<file path="src/rtl/msixcap_pkg.sv">
package msixcap_pkg;
  localparam int CAP_BYTES   = 12;
  localparam int CTRL_HI_OFF = 3;
  localparam int LANES       = 4;

  typedef enum logic {
    SC_IDLE = 1'b0,
    SC_RUN  = 1'b1
  } scan_state_t;
endpackage

</file>
<file path="src/rtl/msixcap_wr_lanes.sv">
module msixcap_wr_lanes
  import msixcap_pkg::*;
#(
  parameter int OFF_W = 4,
  parameter int LEN_W = 3
) (
  input  logic                 wr_en,
  input  logic [OFF_W-1:0]     wr_off,
  input  logic [LEN_W-1:0]     wr_len,
  input  logic [8*LANES-1:0]   wr_data,
  output logic                 hi_we,
  output logic [7:0]           hi_byte
);
  localparam int SUM_W = OFF_W + 1;

  logic [LANES-1:0] lane_hit;

  // each lane lands at wr_off + i; only the control high byte is writable
  for (genvar i = 0; i < LANES; i++) begin : g_lane
    always_comb begin
      lane_hit[i] = wr_en
                 && (LEN_W'(i) < wr_len)
                 && (({1'b0, wr_off} + SUM_W'(i)) == SUM_W'(CTRL_HI_OFF));
    end
  end

  always_comb begin
    hi_we   = |lane_hit;
    hi_byte = '0;
    for (int i = 0; i < LANES; i++) begin
      if (lane_hit[i]) hi_byte = wr_data[8*i +: 8];
    end
  end
endmodule

</file>
<file path="src/rtl/msixcap_ctrl_reg.sv">
module msixcap_ctrl_reg #(
  parameter int       NUM_VEC  = 8,
  parameter int       BAR_IDX  = 0,
  parameter bit [7:0] NEXT_PTR = 8'h00,
  parameter bit [7:0] CAP_ID   = 8'h11
) (
  input  logic        clk,
  input  logic        rst,
  input  logic        hi_we,
  input  logic [7:0]  hi_byte,
  input  logic [1:0]  rd_sel,
  output logic [31:0] rd_data,
  output logic        enable,
  output logic        fmask,
  output logic        scan_trig
);
  localparam logic [10:0] TSIZE   = 11'(NUM_VEC - 1);
  localparam logic [31:0] TBL_DW  = 32'(BAR_IDX);
  localparam logic [31:0] PBA_DW  = 32'(NUM_VEC * 16) | 32'(BAR_IDX);

  // unmask (1->0) or switch-on (0->1) asks for a rescan
  always_comb begin
    scan_trig = hi_we && ((fmask && !hi_byte[6]) || (!enable && hi_byte[7]));
  end

  always_ff @(posedge clk) begin
    if (rst) begin
      enable <= 1'b0;
      fmask  <= 1'b0;
    end else if (hi_we) begin
      enable <= hi_byte[7];
      fmask  <= hi_byte[6];
    end
  end

  always_ff @(posedge clk) begin
    if (rst) begin
      rd_data <= '0;
    end else begin
      case (rd_sel)
        2'd0:    rd_data <= {enable, fmask, 3'b000, TSIZE, NEXT_PTR, CAP_ID};
        2'd1:    rd_data <= TBL_DW;
        2'd2:    rd_data <= PBA_DW;
        default: rd_data <= '0;
      endcase
    end
  end
endmodule

</file>
<file path="src/rtl/msixcap_scan.sv">
module msixcap_scan
  import msixcap_pkg::*;
#(
  parameter int NUM_VEC = 8,
  localparam int VEC_W  = (NUM_VEC > 1) ? $clog2(NUM_VEC) : 1
) (
  input  logic               clk,
  input  logic               rst,
  input  logic               trig,
  input  logic [NUM_VEC-1:0] pend,
  input  logic [NUM_VEC-1:0] vmask,
  output logic               busy,
  output logic               del_req,
  output logic [VEC_W-1:0]   del_vec
);
  localparam logic [VEC_W-1:0] LAST = VEC_W'(NUM_VEC - 1);

  scan_state_t      state;
  logic [VEC_W-1:0] idx;
  logic             again;

  always_ff @(posedge clk) begin
    if (rst) begin
      state   <= SC_IDLE;
      idx     <= '0;
      again   <= 1'b0;
      del_req <= 1'b0;
      del_vec <= '0;
    end else begin
      del_req <= 1'b0;
      case (state)
        SC_IDLE: begin
          if (trig) begin
            state <= SC_RUN;
            idx   <= '0;
            again <= 1'b0;
          end
        end
        SC_RUN: begin
          del_req <= pend[idx] & ~vmask[idx];
          del_vec <= idx;
          if (idx == LAST) begin
            idx   <= '0;
            again <= 1'b0;
            if (!(again || trig)) state <= SC_IDLE;
          end else begin
            idx <= idx + 1'b1;
            if (trig) again <= 1'b1;
          end
        end
        default: state <= SC_IDLE;
      endcase
    end
  end

  always_comb busy = (state == SC_RUN);
endmodule

</file>
<file path="src/rtl/msixcap_rescan.sv">
module msixcap_rescan
  import msixcap_pkg::*;
#(
  parameter int       NUM_VEC  = 8,
  parameter int       BAR_IDX  = 0,
  parameter bit [7:0] NEXT_PTR = 8'h00,
  parameter bit [7:0] CAP_ID   = 8'h11,
  localparam int      VEC_W    = (NUM_VEC > 1) ? $clog2(NUM_VEC) : 1
) (
  input  logic               clk,
  input  logic               rst,
  input  logic               wr_en,
  input  logic [3:0]         wr_off,
  input  logic [2:0]         wr_len,
  input  logic [31:0]        wr_data,
  input  logic [1:0]         rd_sel,
  output logic [31:0]        rd_data,
  input  logic [NUM_VEC-1:0] vec_pending,
  input  logic [NUM_VEC-1:0] vec_masked,
  output logic               msix_enable,
  output logic               func_mask,
  output logic               scan_busy,
  output logic               deliver_req,
  output logic [VEC_W-1:0]   deliver_vec
);
  logic       hi_we;
  logic [7:0] hi_byte;
  logic       scan_trig;

  msixcap_wr_lanes #(.OFF_W(4), .LEN_W(3)) u_lanes (
    .wr_en   (wr_en),
    .wr_off  (wr_off),
    .wr_len  (wr_len),
    .wr_data (wr_data),
    .hi_we   (hi_we),
    .hi_byte (hi_byte)
  );

  msixcap_ctrl_reg #(
    .NUM_VEC (NUM_VEC),
    .BAR_IDX (BAR_IDX),
    .NEXT_PTR(NEXT_PTR),
    .CAP_ID  (CAP_ID)
  ) u_ctrl (
    .clk      (clk),
    .rst      (rst),
    .hi_we    (hi_we),
    .hi_byte  (hi_byte),
    .rd_sel   (rd_sel),
    .rd_data  (rd_data),
    .enable   (msix_enable),
    .fmask    (func_mask),
    .scan_trig(scan_trig)
  );

  msixcap_scan #(.NUM_VEC(NUM_VEC)) u_scan (
    .clk    (clk),
    .rst    (rst),
    .trig   (scan_trig),
    .pend   (vec_pending),
    .vmask  (vec_masked),
    .busy   (scan_busy),
    .del_req(deliver_req),
    .del_vec(deliver_vec)
  );
endmodule

</file>
<file path="config.mk">
export PLATFORM = sky130hd
export DESIGN_NAME = msixcap_rescan
export DESIGN_NICKNAME = d
export VERILOG_FILES = /design/src/rtl/msixcap_pkg.sv /design/src/rtl/msixcap_wr_lanes.sv /design/src/rtl/msixcap_ctrl_reg.sv /design/src/rtl/msixcap_scan.sv /design/src/rtl/msixcap_rescan.sv
export SDC_FILE = /design/constraint.sdc
export NUM_CORES = 1
export LEC_CHECK = 0
export ABC_AREA = 1
export ABC_CLOCK_PERIOD_IN_PS = 1550
export BUFFER_PORTS_ARGS = -buffer_cell sky130_fd_sc_hd__clkbuf_2
export CAP_MARGIN = 30
export CORE_ASPECT_RATIO = 1.2
export CORE_MARGIN = 3
export CORE_UTILIZATION = 34
export DETAILED_ROUTE_END_ITERATION = 10
export PLACE_DENSITY = 0.77
export RECOVER_POWER = 50
export SYNTH_ARGS = -nofsm -noshare
export SYNTH_HDL_FRONTEND = slang
export SYNTH_SLANG_ARGS = --single-unit
</file>
<file path="constraint.sdc">
create_clock -name clk -period 1.55 [get_ports clk]
set_clock_uncertainty 0.2 [all_clocks]
set_input_delay 0.31 -clock clk [delete_from_list [all_inputs] [get_ports clk]]
set_output_delay 0.31 -clock clk [all_outputs]
set_load 0.01 [all_outputs]
</file>
* Yosys cells after proc, flatten, opt, wreduce, memory -nomap -nowiden
Index checks and enable logic that the tools add are counted.
Cells by class: $add $sub $neg 4, $lt $le $gt $ge 5, equality and inequality tests 8, mux-type cells 20, bitwise operators 3, reduce and logical (&&, ||, !) cells 19
Operator list (number):
- $pmux W32 S2 | 1
- $mux W8 | 4
- $eq A5 B2 Y1 const B | 3
- $logic_and A1 B1 Y1 | 11
- $add A4 B2 Y5 const B | 2
- $mux W1 | 8
- $bmux W1 S3 | 2
- $lt A1 B3 Y1 const A | 2
- $lt A2 B3 Y1 const A | 2
- $mux W3 | 2
- $pmux W3 S2 | 1
- $add A4 B1 Y5 const B | 1
- $eq A4 B2 Y1 const B | 1
- $lt A3 B4 Y1 const B | 1
- $pmux W1 S2 | 2
- $reduce_or A4 Y1 | 1
- $add A3 B1 Y3 const B | 1
- $eq A3 B3 Y1 const B | 1
- $ne A3 B2 Y1 const B | 1
- $eq A2 B2 Y1 const B | 1
- $logic_not A1 Y1 | 2
- $logic_not A2 Y1 | 1
- $logic_or A1 B1 Y1 | 2
- $ne A2 B1 Y1 const B | 1
- other kinds (4) | 5
Storage, ports and cells: bits in registers 43, bits of input ports 60, output and inout bits 39, logic and storage cells 67

* Depth between registers and ports, before layout
depth after elaboration 15, mapped depth 13, gate-level depth less buffers 13

* Modules after synthesis
A second synthesis with hierarchy kept.
Unflattened totals: cells, all modules 214, area, all modules 1377.6 µm²
By module, submodules not included:
- msixcap_scan | times used 1, cells an instance 69, area each 496.7 µm², seq. area each 180.2 µm²
- msixcap_wr_lanes | times used 1, cells an instance 90, area each 452.9 µm², seq. area each 0.0 µm²
- msixcap_ctrl_reg | times used 1, cells an instance 55, area each 427.9 µm², seq. area each 120.1 µm²

* Worst setup path before layout
No wires, ideal clock.
path kind input to register, from input port wr_off[1], to register u_scan.again, setup time 0.112 ns, arrival 1.302 ns, required time 1.238 ns, setup slack -0.063 ns, stages 13, buffers on the path 0, cell sequence inv_2 -> ha_1 -> nand2_1 -> nor2_1 -> nand2_1 -> nor2_1 -> nor2_1 -> nand2_2 -> nand4_2 -> nand3_2 -> nand2_1 -> inv_1 -> nor2_2
Between the ends: cells in the longest elaborated chain, start to end 12, elaborated cells between the ends (all ways) 24, classes of those cells add/sub (3); eq/ne (6); mux (4); reduce/logical (11)
RTL lines:
- start: declaration | RTL line msixcap_rescan.sv:13 | input logic [3:0] wr_off,
- $add A4 B1 Y5 or $eq A4 B2 Y1 (tied branches) | RTL line msixcap_wr_lanes.sv:23 | && (({1'b0, wr_off} + SUM_W'(i)) == SUM_W'(CTRL_HI_OFF));
- $eq A5 B2 Y1 or $logic_and A1 B1 Y1 (tied branches) | RTL line msixcap_wr_lanes.sv:23
- $logic_and A1 B1 Y1 or $mux W8 (tied branches) | RTL line msixcap_wr_lanes.sv:23, msixcap_wr_lanes.sv:31
- $mux W8 (3 in series) | RTL line msixcap_wr_lanes.sv:31 | if (lane_hit[i]) hi_byte = wr_data[8*i +: 8];
- $logic_not A1 Y1 | RTL line msixcap_ctrl_reg.sv:23 | scan_trig = hi_we && ((fmask && !hi_byte[6]) || (!enable && hi_byte[7]));
- $logic_and A1 B1 Y1 | RTL line msixcap_ctrl_reg.sv:23
- $logic_or A1 B1 Y1 | RTL line msixcap_ctrl_reg.sv:23
- $logic_and A1 B1 Y1 * | RTL line msixcap_ctrl_reg.sv:23
- $ne A3 B2 Y1 (no line) or $ne A2 B1 Y1 (tied branches)
- $reduce_and A2 Y1 (no line) *
- end signal: assignment | RTL line msixcap_scan.sv:26 | again <= 1'b0;
- end signal: assignment | RTL line msixcap_scan.sv:36 | again <= 1'b0;
- end signal: assignment | RTL line msixcap_scan.sv:44 | again <= 1'b0;
- end: declaration | RTL line msixcap_scan.sv:20 | logic again;
Mark *: on every way between the ends. The rest lies on a longest branch, timed or not. A chain may end at the register's enable or synchronous reset.

* Worst setup path in the final report
Ends and elaborated chain as after synthesis.

==> run summary <==
### Cells and area
* **final non-filler cell total** 259
* **Final #Nets** 288
* **number of diodes** 0
* **final cell area excluding filler cells** 1445 um^2
* **fraction of final layout cells with drive strength greater than 1** 0.2960
* **layout-stage area growth over the synthesis result** 29.05%

### Placed design
* **HPWL reported at the end of detailed placement** 2019 um
* **area of placed instances** 1361 um^2
* **DP Worst Slack** -0.3656 ns
* **gpl congestion** 0.8223
* **DP Cell Count** 254
* **IO Port Bufs** 50

### Synth
* **most frequently used cell type in the post-synthesis netlist** nand2_1
* **main area contributors after synthesis** dfxtp_1 27%, buf_4 19%, nand2_1 12%, nor2_1 7.4%, inv_1 6.4%
* **mean cell area of the mapped netlist** 6.666 um^2
* **Cells after Synth** 168
* **area share of the leading cell type in the synthesized netlist** 0.2682
* **Ys Warns** 0
* **Post-synth ARST share** 0
* **most common library cells after synthesis** 37 x nand2_1, 28 x buf_4, 22 x nor2_1
* **number of storage elements in the synthesis netlist** 15
* **sequential cell area fraction in the yosys report** 0.2682
* **Post-Synthesis Cell Area** 1120 um^2
* **Most used DFF post-synth** dfxtp_1
* **count of flip-flops with a built-in enable after synthesis** 0
* **leading area contributor after synthesis** dfxtp_1
* **number of distinct library cells after synthesis** 24

### Timing
* **maximum frequency from static timing analysis** 660.9 MHz
* **final-report setup violation count** 0
* **setup ws final** 0.03692 ns
* **hold_ws** 0.04658 ns
* **number of pins with negative max-slew slack in the final report** 0
* **period utilization** 0.9762
* **RSZ-0062 raised after global routing** no
* **Fin. Hold Viols** 0
* **final period demand of the worst path** 1.513 ns

### CTS
* **clock latency on the worst-skew pair** 0.28 ns
* **H-Tree Level Count** 1
* **clock tree from TritonCTS** done
* **cts bufs inserted** 3
* **worst-case clock buffer depth** 2
* **clock-pin slew on the worst setup and hold paths** 0.09 ns
* **clock sink count** 15
* **master cell of the clock root buffer** clkbuf_4

### Drt
* **TritonRoute pass-1 iters** 4
* **DRT antenna net count** 0
* **final routed DRC violation total** 0
* **ratio of routed vias to standard cells** 4.332
* **Via Count** 1122
* **first-iteration detailed-routing DRC count** 30
* **DR WL/cell** 9.297 um
* **post-detailed-routing wire length** 2408 um

### Setup path
* **critical path peak fanout** 5
* **critical path endpoint category** flip-flop
* **crit path kind** primary input to flip-flop
* **worst endpoint data arrival time** 1.50 ns
* **CP Data Required Time** 1.53 ns
* **type of element launching the critical path** primary input

### Floorplan
* **Die Y** 68.87 um
* **effective utilization at floorplan** 0.3600
* **io pins** 99
* **Placeable Area** 3110 um^2
* **area enclosed by the die boundary** 4021 um^2
* **number of standard-cell rows in the floorplan** 22
* **Die X** 58.39 um

### GRT
* **largest net degree at the start of global routing** 11
* **global-route wire length before repair** 3553 um
* **Congestion Overflow GR** 0
* **Total Routing Usage GR** 0.1108
* **number of antenna violations at the first check in global routing** 0
* **number of global-route vias before repair** 872

### Pwr
* **switch share** 0.3054
* **pwr dens** 586.4 nW/um^2
* **part of the power in combinational logic** 0.256
* **fraction of power consumed by sequential logic** 0.482
* **cell leakage power** 0.0007366 uW
* **total chip power** 847.4 uW
* **portion of total power attributed to the clock network** 0.261
* **sw power** 258.8 uW
* **internal power contribution** 588.6 uW
* **worst supply voltage drop on vdd** 0.0003961 V

### Run status
* **run status** finished clean

### Flow run
* **number of max-cap violations** 0

### Hold path
* **path category of the worst min-delay check** primary input to flip-flop

state kept, by name, summed over array words and instances, names as in the netlist:
| register | flops |
|---|---|
| u_scan.del_req | 1 |
| u_ctrl.rd_data | 4 |
| u_ctrl.enable | 1 |
| u_scan.again | 1 |
| u_scan.del_vec | 3 |
| u_scan.busy | 1 |
| u_ctrl.fmask | 1 |
| u_scan.idx | 3 |
metrics by stage:
step	TNS, ns	util
3_3_place_gp	-1.765	0.4377
3_5_place_dp	-1.973	0.4377
6_report	0	0.4646
4_1_cts	0	0.4554
5_1_grt	0	0.4646
2_1_floorplan	-0.04397	-
critical path, stage by stage:
cell and delay [ns]:
buf_12 0.10, inv_12 0.03, ha_4 0.25, nand2_2 0.06, nor2_1 0.09, nand2_1 0.05, nor2_1 0.10, nor2_1 0.06
nand2_2 0.09, nand4_4 0.09, nand3_4 0.10, nand2_1 0.06, inv_1 0.06, nor2_2 0.03
repair_timing:
action,CTS,global route
gates resized for setup,3,12
pin swaps,0,7
hold buffers,1,0
setup endpoints to repair,4,6
hold endpoints to repair,1,0
setup buffers,0,0
path summary, 6_finish.rpt:
path	start	to	slack (ns)	depth (start not counted)
worst min-delay path	rd_sel[1]	u_ctrl.rd_data[7]$_SDFF_PP0_	0.05	3
worst min register to register	u_scan.busy$_SDFF_PP0_	u_scan.del_vec[2]$_SDFFE_PP0P_	0.28	1
worst max register to register	u_scan.idx[0]$_SDFFE_PP0P_	u_scan.again$_SDFFE_PP0P_	0.16	7
worst max-delay path	wr_off[1]	u_scan.again$_SDFFE_PP0P_	0.04	14
per-layer routing:
| metal | GRT usage | wire length (um) | up-vias |
|---|---|---|---|
| met4 | 0.04348 | 21 | 0 |
| met5 | 0 | 0 | - |
| met2 | 0.1844 | 1167 | 48 |
| met1 | 0.1406 | 1021 | 478 |
| met3 | 0.02048 | 198 | 2 |
| li1 | - | - | 594 |
placed cells by master (no fill, tap or decap), types with 2 or more instances in the layout:
cell type  synthesis  layout
clkbuf_2           0      39
nand2_1           37      36
conb_1             1      24
nor2_1            22      21
inv_1             19      18
dfxtp_1           15      13
clkbuf_1           0      10
nand3_1            8       8
buf_4             28       5
nand4_1            4       4
o21ai_0            4       4
a21oi_1            5       4
o221ai_1           4       4
nand2_2            2       3
nor2_2             3       3
clkbuf_4           0       3
o21ai_1            2       2
ha_4               0       2
ha_1               4       2
dfxtp_2            0       2
power groups by stage:
stage	clock network (uW)	logic, uW	registers (uW)
6_report	221	217	409
5_1_grt	250	244	411
4_1_cts	228	210	408
3_5_place_dp	0	203	417
3_3_place_gp	0	201	417
2_1_floorplan	0	157	421
final cells by class:
cell class              count  area (um^2)
fillers                   323         1665
multi-input cells         127        671.9
repair buffers             56        307.8
flip-flops and latches     15        302.8
inverters                  21        91.34
well taps                  36        45.04
clock buffers               4        26.28
cell families after synthesis:
logic type | synth area share
adder cells (fa/ha/maj) | 0.04469
buffers and inverters | 0.2581
AND/OR/NAND/NOR | 0.3251
AO/OA/AOI/OAI | 0.09274
other | 0.003349
XOR/XNOR | 0.007823
flip-flops | 0.2682
Note: power is estimated with default switching activity, not from simulation.
